===== config.mk =====
export PLATFORM = sky130hd
export DESIGN_NAME = uart_rx_fifo_trig
export DESIGN_NICKNAME = d
export VERILOG_FILES = /design/src/rtl/uart_rx_pkg.sv /design/src/rtl/uart_rx_start_det.sv /design/src/rtl/uart_rx_frame.sv /design/src/rtl/uart_rx_queue.sv /design/src/rtl/uart_rx_fifo_trig.sv
export SDC_FILE = /design/constraint.sdc
export NUM_CORES = 1
export LEC_CHECK = 0
export BUFFER_PORTS_ARGS = -buffer_cell sky130_fd_sc_hd__buf_2
export CELL_PAD_IN_SITES_DETAIL_PLACEMENT = 2
export CELL_PAD_IN_SITES_GLOBAL_PLACEMENT = 2
export CORE_MARGIN = 5
export CORE_UTILIZATION = 41
export DETAILED_ROUTE_END_ITERATION = 8
export PLACE_DENSITY = 0.9
export RECOVER_POWER = 50
export SYNTH_ARGS = -nofsm -noshare
export SYNTH_HDL_FRONTEND = slang
export SYNTH_SLANG_ARGS = --single-unit
export TNS_END_PERCENT = 20

===== constraint.sdc =====
create_clock -name clk -period 3.3 [get_ports clk]
set_input_delay 0.33 -clock clk [delete_from_list [all_inputs] [get_ports clk]]
set_output_delay 0.33 -clock clk [all_outputs]
set_load 0.02 [all_outputs]

===== src/rtl/uart_rx_pkg.sv =====
package uart_rx_pkg;

  localparam int unsigned MIN_BITS = 5;
  localparam int unsigned MAX_BITS = 8;

  typedef enum logic [2:0] {
    RX_IDLE,
    RX_START,
    RX_DATA,
    RX_PAR,
    RX_STOP
  } rx_state_e;

  // number of data bits for a width code
  function automatic logic [3:0] data_bits(input logic [1:0] code);
    return 4'(MIN_BITS) + {2'b00, code};
  endfunction

  // bits enter at the top of the shifter, so a short word sits high
  function automatic logic [MAX_BITS-1:0] align_word(input logic [MAX_BITS-1:0] sh,
                                                     input logic [3:0] nbits);
    return sh >> (4'(MAX_BITS) - nbits);
  endfunction

  // 1 when data parity plus received bit disagree with the selected sense
  function automatic logic parity_bad(input logic acc, input logic pbit, input logic odd);
    return acc ^ pbit ^ odd;
  endfunction

endpackage


===== src/rtl/uart_rx_start_det.sv =====
module uart_rx_start_det (
  input  logic clk,
  input  logic rst_n,
  input  logic rxd,
  input  logic armed,
  output logic fall,
  output logic restart
);

  logic rxd_q;

  assign fall = armed & rxd_q & ~rxd;

  always_ff @(posedge clk) begin
    if (!rst_n) begin
      rxd_q   <= 1'b1;
      restart <= 1'b0;
    end else begin
      rxd_q   <= rxd;
      restart <= fall;
    end
  end

endmodule


===== src/rtl/uart_rx_frame.sv =====
module uart_rx_frame
  import uart_rx_pkg::*;
(
  input  logic                clk,
  input  logic                rst_n,
  input  logic                rxd,
  input  logic                bit_tick,
  input  logic                start_fall,
  input  logic [1:0]          cfg_len,
  input  logic                cfg_par_en,
  input  logic                cfg_par_odd,
  output logic                idle,
  output logic                false_start,
  output logic                stop_tick,
  output logic                done,
  output logic [MAX_BITS-1:0] word,
  output logic                perr,
  output logic                ferr
);

  rx_state_e           state;
  logic [MAX_BITS-1:0] sh;
  logic [3:0]          cnt;
  logic [3:0]          nbits;
  logic                acc;
  logic                perr_r;

  assign nbits       = data_bits(cfg_len);
  assign idle        = (state == RX_IDLE);
  assign false_start = (state == RX_START) & bit_tick & rxd;
  assign stop_tick   = (state == RX_STOP) & bit_tick;

  always_ff @(posedge clk) begin
    if (!rst_n) begin
      state  <= RX_IDLE;
      sh     <= '0;
      cnt    <= '0;
      acc    <= 1'b0;
      perr_r <= 1'b0;
      done   <= 1'b0;
      word   <= '0;
      perr   <= 1'b0;
      ferr   <= 1'b0;
    end else begin
      done <= 1'b0;
      unique case (state)
        RX_IDLE: begin
          if (start_fall) state <= RX_START;
        end
        RX_START: begin
          if (bit_tick) begin
            if (rxd) begin
              state <= RX_IDLE;
            end else begin
              state  <= RX_DATA;
              cnt    <= '0;
              acc    <= 1'b0;
              perr_r <= 1'b0;
              sh     <= '0;
            end
          end
        end
        RX_DATA: begin
          if (bit_tick) begin
            sh  <= {rxd, sh[MAX_BITS-1:1]};
            acc <= acc ^ rxd;
            cnt <= cnt + 4'd1;
            if (cnt == nbits - 4'd1) state <= cfg_par_en ? RX_PAR : RX_STOP;
          end
        end
        RX_PAR: begin
          if (bit_tick) begin
            perr_r <= parity_bad(acc, rxd, cfg_par_odd);
            state  <= RX_STOP;
          end
        end
        RX_STOP: begin
          if (bit_tick) begin
            done  <= 1'b1;
            word  <= align_word(sh, nbits);
            perr  <= perr_r;
            ferr  <= ~rxd;
            state <= RX_IDLE;
          end
        end
        default: state <= RX_IDLE;
      endcase
    end
  end

endmodule


===== src/rtl/uart_rx_queue.sv =====
module uart_rx_queue #(
  parameter int unsigned DEPTH = 4,
  parameter int unsigned DW    = 8,
  localparam int unsigned AW   = (DEPTH > 1) ? $clog2(DEPTH) : 1,
  localparam int unsigned CW   = $clog2(DEPTH + 1)
) (
  input  logic          clk,
  input  logic          rst_n,
  input  logic          wr,
  input  logic [DW-1:0] wdata,
  input  logic          rd,
  output logic [DW-1:0] rdata,
  output logic [CW-1:0] count
);

  logic [DW-1:0] mem [DEPTH];
  logic [AW-1:0] wptr;
  logic [AW-1:0] rptr;

  function automatic logic [AW-1:0] nxt(input logic [AW-1:0] p);
    return (p == AW'(DEPTH - 1)) ? '0 : p + AW'(1);
  endfunction

  assign rdata = mem[rptr];

  always_ff @(posedge clk) begin
    if (wr) mem[wptr] <= wdata;
  end

  always_ff @(posedge clk) begin
    if (!rst_n) begin
      wptr  <= '0;
      rptr  <= '0;
      count <= '0;
    end else begin
      if (wr) wptr <= nxt(wptr);
      if (rd) rptr <= nxt(rptr);
      if (wr && !rd)      count <= count + CW'(1);
      else if (rd && !wr) count <= count - CW'(1);
    end
  end

endmodule


===== src/rtl/uart_rx_fifo_trig.sv =====
module uart_rx_fifo_trig
  import uart_rx_pkg::*;
#(
  parameter int unsigned DEPTH = 4,
  localparam int unsigned CW   = $clog2(DEPTH + 1)
) (
  input  logic                clk,
  input  logic                rst_n,
  input  logic                rxd,
  input  logic                bit_tick,
  input  logic [1:0]          cfg_len,
  input  logic                cfg_par_en,
  input  logic                cfg_par_odd,
  input  logic                cfg_fifo_en,
  input  logic [CW-1:0]       cfg_trig,
  input  logic                rd_en,
  input  logic                err_clr,
  output logic                restart,
  output logic                rdrf,
  output logic [MAX_BITS-1:0] rd_data,
  output logic                err_par,
  output logic                err_frm,
  output logic                err_ovr
);

  // named internal events, also used by the checker
  logic                evt_fall;
  logic                evt_idle;
  logic                evt_false_start;
  logic                evt_stop_tick;
  logic                evt_done;
  logic [MAX_BITS-1:0] done_word;
  logic                done_perr;
  logic                done_ferr;
  logic                evt_wr;
  logic                evt_ovr;
  logic                evt_rd;
  logic                q_full;
  logic [CW-1:0]       q_cnt;
  logic [CW-1:0]       cap;
  logic [CW-1:0]       trig_eff;

  uart_rx_start_det u_start (
    .clk     (clk),
    .rst_n   (rst_n),
    .rxd     (rxd),
    .armed   (evt_idle),
    .fall    (evt_fall),
    .restart (restart)
  );

  uart_rx_frame u_frame (
    .clk         (clk),
    .rst_n       (rst_n),
    .rxd         (rxd),
    .bit_tick    (bit_tick),
    .start_fall  (evt_fall),
    .cfg_len     (cfg_len),
    .cfg_par_en  (cfg_par_en),
    .cfg_par_odd (cfg_par_odd),
    .idle        (evt_idle),
    .false_start (evt_false_start),
    .stop_tick   (evt_stop_tick),
    .done        (evt_done),
    .word        (done_word),
    .perr        (done_perr),
    .ferr        (done_ferr)
  );

  uart_rx_queue #(.DEPTH(DEPTH), .DW(MAX_BITS)) u_queue (
    .clk   (clk),
    .rst_n (rst_n),
    .wr    (evt_wr),
    .wdata (done_word),
    .rd    (evt_rd),
    .rdata (rd_data),
    .count (q_cnt)
  );

  always_comb begin
    if (cfg_trig == '0)                  trig_eff = CW'(1);
    else if (cfg_trig > CW'(DEPTH))      trig_eff = CW'(DEPTH);
    else                                 trig_eff = cfg_trig;
  end

  assign cap     = cfg_fifo_en ? CW'(DEPTH) : CW'(1);
  assign q_full  = (q_cnt >= cap);
  assign evt_wr  = evt_done & ~q_full;
  assign evt_ovr = evt_done & q_full;
  assign evt_rd  = rd_en & (q_cnt != '0);
  assign rdrf    = cfg_fifo_en ? (q_cnt >= trig_eff) : (q_cnt != '0);

  always_ff @(posedge clk) begin
    if (!rst_n) begin
      err_par <= 1'b0;
      err_frm <= 1'b0;
      err_ovr <= 1'b0;
    end else begin
      err_par <= (evt_done & done_perr) | (err_par & ~err_clr);
      err_frm <= (evt_done & done_ferr) | (err_frm & ~err_clr);
      err_ovr <= evt_ovr                | (err_ovr & ~err_clr);
    end
  end

endmodule


==> run metrics, run 1 <==
WL final=between 8000 and 9000 µm; Worst Hold End=u_frame.state[2]; Reg2Reg Launch Point=u_queue.count[0]; Core Util, Final=roughly 48%; final critical-path share of the clock period=around 94%; Core ar.=about 8000 µm²; Worst-Skew Late Latency=around 0.35 ns; Via Count=between 2000 and 2500; Mapped Area=3310 µm²; routed vias/inst=~5.5; # fillers=around 810; P&R area growth vs syn=12.4%; initial antenna violation count=0; Synth cell types=45; Worst VDD drop=0.263 mV; worst r2r dst=u_queue.count[2]; post-synthesis cell count=267; flops & latches, synth=between 70 and 80; Max Freq=about 320 MHz; chip height=between 90 and 100 µm; CTS Buffer Depth=2; GP Congestion=~0.74; ys async rst share=0%; design area=3720 µm²; min cycle time layout=approximately 3.1 ns; hold_ws=between 0.2 and 0.25 ns; post-synthesis sequential area ratio=between 50% and 60%; reg2reg path depth=10; PostCTS Resize Cnt=0; DP Worst Slack=about 0.054 ns; chip width=~100 µm; initial core utilization=42.4%; number of synthesized flops with an enable pin=32; placed cell area=roughly 3500 µm²; worst setup path class=register to register; setup violators final=0; clk_skew=roughly 0.01 ns; Synth Net Count=296; Critical Path AT=~3.4 ns; P_leak=around 0.0013 µW; Hold Crit Start=cfg_par_en; Clock Pin Slew Worst Setup and Hold Paths=0.09 ns; number of global-route vias before repair=approximately 2500; global-route wire length before repair=13500 µm; RSZ-0062 raised after global routing=false; CP max FO=5; Antenna Nets Post-Route=0; Max transition margin=roughly 48%; Seq. cell area=~1800 µm²; CTS buffer count=9; CTS tree=built; # DRC=0; I/O pin count=27; Die ar.=9960 µm²; syn_area_per_cell=about 12 µm²; Worst Slack Setup Final=slightly above 0.2 ns; number of max-cap violations=0; DRT Pass-1 Iters=4; Worst Hold Path Cells=2; Synth Flop Type=dfxtp_1; GRT overflow=0; GRT Overall Usage=between 10% and 20%; hold_buf cts=0; Synth Warn #=0; # diodes=0; # port buffers=26; DRC marker count from the first detailed-route iteration=between 80 and 90; clk sinks=74; crit path capture type=register; Worst Tran Pin Value=0.783 ns; Final #Nets=~320; drt wl/cell=~21 µm; Setup crit start kind=register; required time worst endpoint=between 3 and 4 ns; Multi-input gate area=between 1000 and 1500 µm²; PwrDens=602 nW/µm²; buffer count from post-CTS setup fixing=1; status=complete, no violations; DPL Wire Length=5650 µm; H-tree levels=3; Slew Limit Fails=0; Hold Crit Class=primary input to register; clk root buf=clkbuf_8; layout cells sized above 1=around a fifth; pin count of the biggest net entering global routing=24; flop-to-flop setup slack=just over 0.2 ns; Fin. Hold Viols=0; TNS Setup=0 ns; row count=32
==> report_power, final <==
group	total, µW	internal (µW)	leakage (µW)	switching, µW
logic	363	167	0.000647	195
registers	1070	985	0.000565	86.5
clock network	803	432	0.000110	371
total	2240	1580	0.00132	652
==> cell families after synthesis <==
kind of cell / count (synthesis) / synth area share, %
XOR/XNOR: 11 / 2.91
adder cells (fa/ha/maj): 15 / 5.90
AND/OR/NAND/NOR: 75 / 11.9
AO/OA/AOI/OAI: 42 / 8.59
buffers and inverters: 24 / 3.40
flip-flops: 74 / 54.5
multiplexers: 26 / 12.8
==> how the worst max path moves through the flow <==
| stage | cells after the start | startpoint | slack, ns | end |
|---|---|---|---|---|
| after detailed placement | 10 | u_queue.count[0] | 0.05 | u_queue.count[2] |
| after CTS | 10 | u_queue.count[0] | 0.18 | u_queue.count[2] |
| after global placement | 10 | u_queue.count[0] | 0.40 | u_queue.count[2] |
| final | 10 | u_queue.count[0] | 0.20 | u_queue.count[2] |
| after global routing | 10 | u_queue.count[0] | 0.1 | u_queue.count[2] |
| after floorplan | 10 | u_queue.count[0] | 0.53 | u_queue.count[2] |
==> layout make-up <==
| class | count | share of cell area [%] |
|---|---|---|
| Sequential cell | 74 | 48.5 |
| Multi-Input combinational cell | 169 | 37.1 |
| Timing Repair Buffer | 29 | 3.77 |
| Tap cell | 102 | 3.43 |
| Clock buffer | 9 | 3.33 |
| Clock inverter | 7 | 2.76 |
| Inverter | 11 | 1.11 |
==> stage by stage <==
step                std cells  total power, µW
finish                    401             2240
floorplan                 267             1330
global placement          384             1400
detailed placement        384             1450
CTS                       401             2260
global route              401             2340
==> synthesized netlist by cell type (2+ instances only) <==
| master | count | area share (%) |
|---|---|---|
| nor2_1 | 32 | 3.6 |
| and2_1 | 2 | 0.38 |
| buf_4 | 2 | 0.45 |
| mux4_2 | 13 | 8.9 |
| and3_1 | 2 | 0.38 |
| and2_2 | 3 | 0.68 |
| xnor2_1 | 4 | 1.1 |
| edfxtp_1 | 32 | 29 |
| inv_1 | 11 | 1.2 |
| nor2b_1 | 5 | 0.95 |
| buf_2 | 6 | 0.91 |
| nor3_1 | 2 | 0.30 |
| mux2i_1 | 12 | 3.6 |
| o211ai_1 | 3 | 0.68 |
| o31ai_1 | 4 | 0.91 |
| xor2_1 | 7 | 1.9 |
| a21oi_1 | 13 | 2.0 |
| nand2_1 | 10 | 1.1 |
| nand2b_1 | 4 | 0.76 |
| clkbuf_1 | 3 | 0.34 |
| a22oi_1 | 8 | 1.8 |
| or3_1 | 3 | 0.57 |
| nand3_1 | 3 | 0.45 |
| o21ai_0 | 7 | 1.1 |
| ha_1 | 14 | 5.3 |
| dfxtp_1 | 42 | 25 |
| nor4b_1 | 2 | 0.53 |
==> sequential cells by signal, summed over array words and instances (netlist names), 2 cells and up, named ones only <==
register,count
u_frame.sh,8
u_frame.word,8
u_queue.rptr,2
u_queue.count,3
u_frame.cnt,4
u_queue.mem,32
u_frame.state,3
u_queue.wptr,2
==> layer usage <==
layer | routed length [µm] | GRT usage (%)
met1 | 3380 | 20.3
met2 | 4620 | 33.0
met3 | 149 | 2.99
met4 | 128 | 6.20
met5 | 0 | 0
==> critical path, stage by stage, from the launching register on <==
cell	delay (ns)
dfxtp_1	0.48
inv_1	0.11
ha_1	0.28
or3b_4	0.39
a211oi_4	0.24
ha_1	0.22
inv_1	0.08
fa_1	0.43
xor2_1	0.21
or3_1	0.34
a21oi_1	0.22
==> cells in the final DEF (no fill, tap or decap), types with 2 or more instances in the layout <==
cell and instances:
dfxtp_1 42, nor2_1 32, edfxtp_1 32, buf_2 19, ha_1 14, mux4_2 13
a21oi_1 13, mux2i_1 12, inv_1 11, nand2_1 10, clkbuf_8 9, a22oi_1 8
clkbuf_1 8, o21ai_0 7, xor2_1 7, nor2b_1 5, o31ai_1 4, nand2b_1 4
xnor2_1 4, and2_2 3, nand3_1 3, o211ai_1 3, or3_1 3, clkinv_4 3
and2_1 2, and3_1 2, nor3_1 2, nor4b_1 2, bufinv_16 2, buf_4 2
(Power assumes the default switching activity.)
==> run 2, diff against run 1 <==
- ABC_AREA: unset -> 1
- CORE_UTILIZATION: 41 -> 37
==> run metrics, run 2 <==
status=complete, no violations; setup violators final=0 (unchanged); GP Congestion=0.754 (+2.0%); post-route insts no fill=512 (+28%); hold_ws=0.267 ns (+0.0614 ns); # diodes=0 (unchanged); CTS Buffer Depth=2 (unchanged); global-route wire length before repair=15300 µm (+14%); routed vias/inst=5.27 (-3.8%); final critical-path share of the clock period=91.0% (-2.8 points); Mapped Area=3350 µm² (+1.2%); Via Count=2697 (+23%); Synth Warn #=0 (unchanged); Critical Path AT=3.23 ns (-0.12 ns); layout cells sized above 1=11.1% (-7.6 points); count leader, synth=nand2_1; CP max-delay cell=o31ai_1; Max transition margin=45.1% (-2.7 points); drt wl/cell=18.3 µm (-11%); CP max FO=9 (+4); CTS buffer count=9 (unchanged); Setup crit start kind=register; Largest Register=u_queue.mem; worst setup path class=register to register; chip width=105 µm (+5.3%); Clock Pin Slew Worst Setup and Hold Paths=0.08 ns (about the same); chip height=105 µm (+5.3%); CP dominant cell by count=inv_1; worst r2r dst=u_queue.count[2]; clk root buf=clkbuf_8; TNS Setup=0 ns (unchanged); Post-synth top cells=nand2_1, nor2_1, inv_1; reg2reg path depth=12 (+2); Yosys top cell area share=28.7% (-0.36 points); WL final=9390 µm (+13%); post-synthesis cell count=371 (+39%); Reg2Reg Launch Point=u_queue.count[0]; flops & latches, synth=74 (unchanged); top flop regs=u_queue.mem: 32 flops, u_frame.sh: 8 flops, u_frame.word: 8 flops; DPL Wire Length=6730 µm (+19%); P&R area growth vs syn=13.0%; Worst-Skew Late Latency=0.35 ns (about the same); # DRC=0 (unchanged); number of global-route vias before repair=3028 (+19%); Hold Crit Class=primary input to register; initial core utilization=38.2% (-4.1 points); number of synthesized flops with an enable pin=32 (unchanged); max reg flops=32 (unchanged); most common cell after layout, fill and taps aside=nand2_1; cell count after placement=496 (+29%); H-tree levels=3 (unchanged); crit-path max cell delay=0.47 ns (about the same); critical path, cell by cell=inv_1 -> ha_1 -> o31ai_1 -> nand3_2 -> inv_1 -> ha_1 -> inv_1 -> fa_1 -> a21oi_1 -> o21ai_0 -> o21ai_0 -> a21oi_1; row count=34 (+6.3%); Worst Hold End=u_frame.ferr; I/O pin count=27 (unchanged); DRT Pass-1 Iters=4 (unchanged); required time worst endpoint=3.53 ns (-0.03 ns); most frequent cells in the layout=nand2_1, nor2_1, inv_1; CTS tree=built; Die ar.=11100 µm² (+11%); Pwr Total=2930 µW (+31%); Core ar.=8760 µm² (+12%); post-synthesis sequential area ratio=53.8% (-0.67 points); Worst Tran Pin Value=0.821 ns (+0.0386 ns); P_leak=0.00154 µW (+17%); PwrDens=776 nW/µm² (+29%); GRT Overall Usage=17.2% (-0.55 points); RSZ-0062 raised after global routing=false; ys async rst share=0% (unchanged); Crit. Startpoint=u_queue.count[0]; Fin. Hold Viols=0 (unchanged); Worst VDD drop=0.244 mV (-6.9%); Final #Nets=428 (+33%); number of max-cap violations=0 (unchanged); Slew Limit Fails=0 (unchanged); Synth Net Count=400 (+35%); Max Freq=333 MHz (+3.1%); crit path capture type=register; DRC marker count from the first detailed-route iteration=86 (+4.9%); clk_skew=0.0107 ns (+0.000597 ns); initial antenna violation count=0 (unchanged); top area cells in the synthesized netlist=edfxtp_1, dfxtp_1, o21ai_0, nand2_1, nor2_1; min cycle time layout=3.00 ns (-0.0926 ns); flop-to-flop setup slack=0.30 ns (+0.09 ns); Synth Flop Type=dfxtp_1; buffer count from post-CTS setup fixing=0 (-1); syn_area_per_cell=9.02 µm² (-27%); Synth cell types=36 (-20%); # port buffers=26 (unchanged); post-synth top area cell=edfxtp_1; Worst Hold Path Cells=2 (unchanged); Antenna Nets Post-Route=0 (unchanged); clk sinks=74 (unchanged); pin count of the biggest net entering global routing=18 (-25%); Hold Crit Start=rxd; GRT overflow=0 (unchanged)
==> run 2: cell count changes after synthesis, moves of 5 or more <==
cell | before | now
nand2_1 | 10 | 51
o21ai_0 | 7 | 41
a22oi_1 | 8 | 1
mux4_2 | 13 | 0
inv_1 | 11 | 43
mux2i_1 | 12 | 0
o22ai_1 | 0 | 8
nor2b_1 | 5 | 0
nand3_1 | 3 | 16
nor2_1 | 32 | 47
a21oi_1 | 13 | 24
a211oi_1 | 0 | 6
buf_2 | 6 | 0
xor2_1 | 7 | 1
==> run 2: how the worst max path moves through the flow <==
| stage | to | slack (ns) |
|---|---|---|
| 2_1_floorplan | u_queue.count[2] | 0.90 |
| 5_1_grt | u_queue.count[2] | 0.07 |
| 3_3_place_gp | u_queue.count[2] | 0.65 |
| 4_1_cts | u_queue.count[2] | 0.26 |
| 6_report | u_queue.count[2] | 0.30 |
| 3_5_place_dp | u_queue.count[2] | 0.47 |
==> run 2: critical path: cells and delay by family, from the launching register on <==
family / cells / cell delay [ns]
buf+inv: 3 / 0.31
simple gates: 1 / 0.32
fa+ha+maj: 3 / 0.83
compound gates: 5 / 0.99
flops: 1 / 0.45
==> run 2: power by group <==
group | total, µW | leakage (µW) | switching (µW) | internal (µW)
registers | 1190 | 0.000664 | 133 | 1060
clock network | 875 | 0.000127 | 353 | 523
logic | 868 | 0.000751 | 581 | 287
==> run 2: final cells by class <==
type	count	area, µm²
fill	978	4980
sequential	74	1800
multi-input combinational	241	1290
clock buffer	12	178
inverter	47	176
tap	108	135
timing repair buffer	26	123
clock inverter	4	77.6
==> run 2: timing repair <==
action                                  in CTS  in global routing
endpoints found under the setup margin       0                  1
resized for setup                            0                  1
hold buffers                                 0                  0
==> run 2: per-layer routing <==
layer / GRT usage, % / part of all wire (%)
met1: 19.9 / 43
met2: 31.6 / 53
met3: 2.71 / 1.9
met4: 6.39 / 2.2
met5: 0 / 0
==> run 2: kinds of logic after synthesis <==
logic type | share of synthesized area, %
adders and majority gates | 5.83
AOI/OAI and AO/OA | 16.0
xor gates and xnor gates | 0.785
buffers and inverters | 7.06
DFF | 53.8
and+or+nand+nor | 16.6
==> run 2: metrics by stage <==
stage	setup slack, ns	instance area [µm²]	util, %
finish	0.296	3780	43.2
global route	0.0685	3780	43.2
CTS	0.256	3810	43.5
detailed placement	0.466	3550	40.5
global placement	0.650	3550	40.5
floorplan	0.897	3350	-
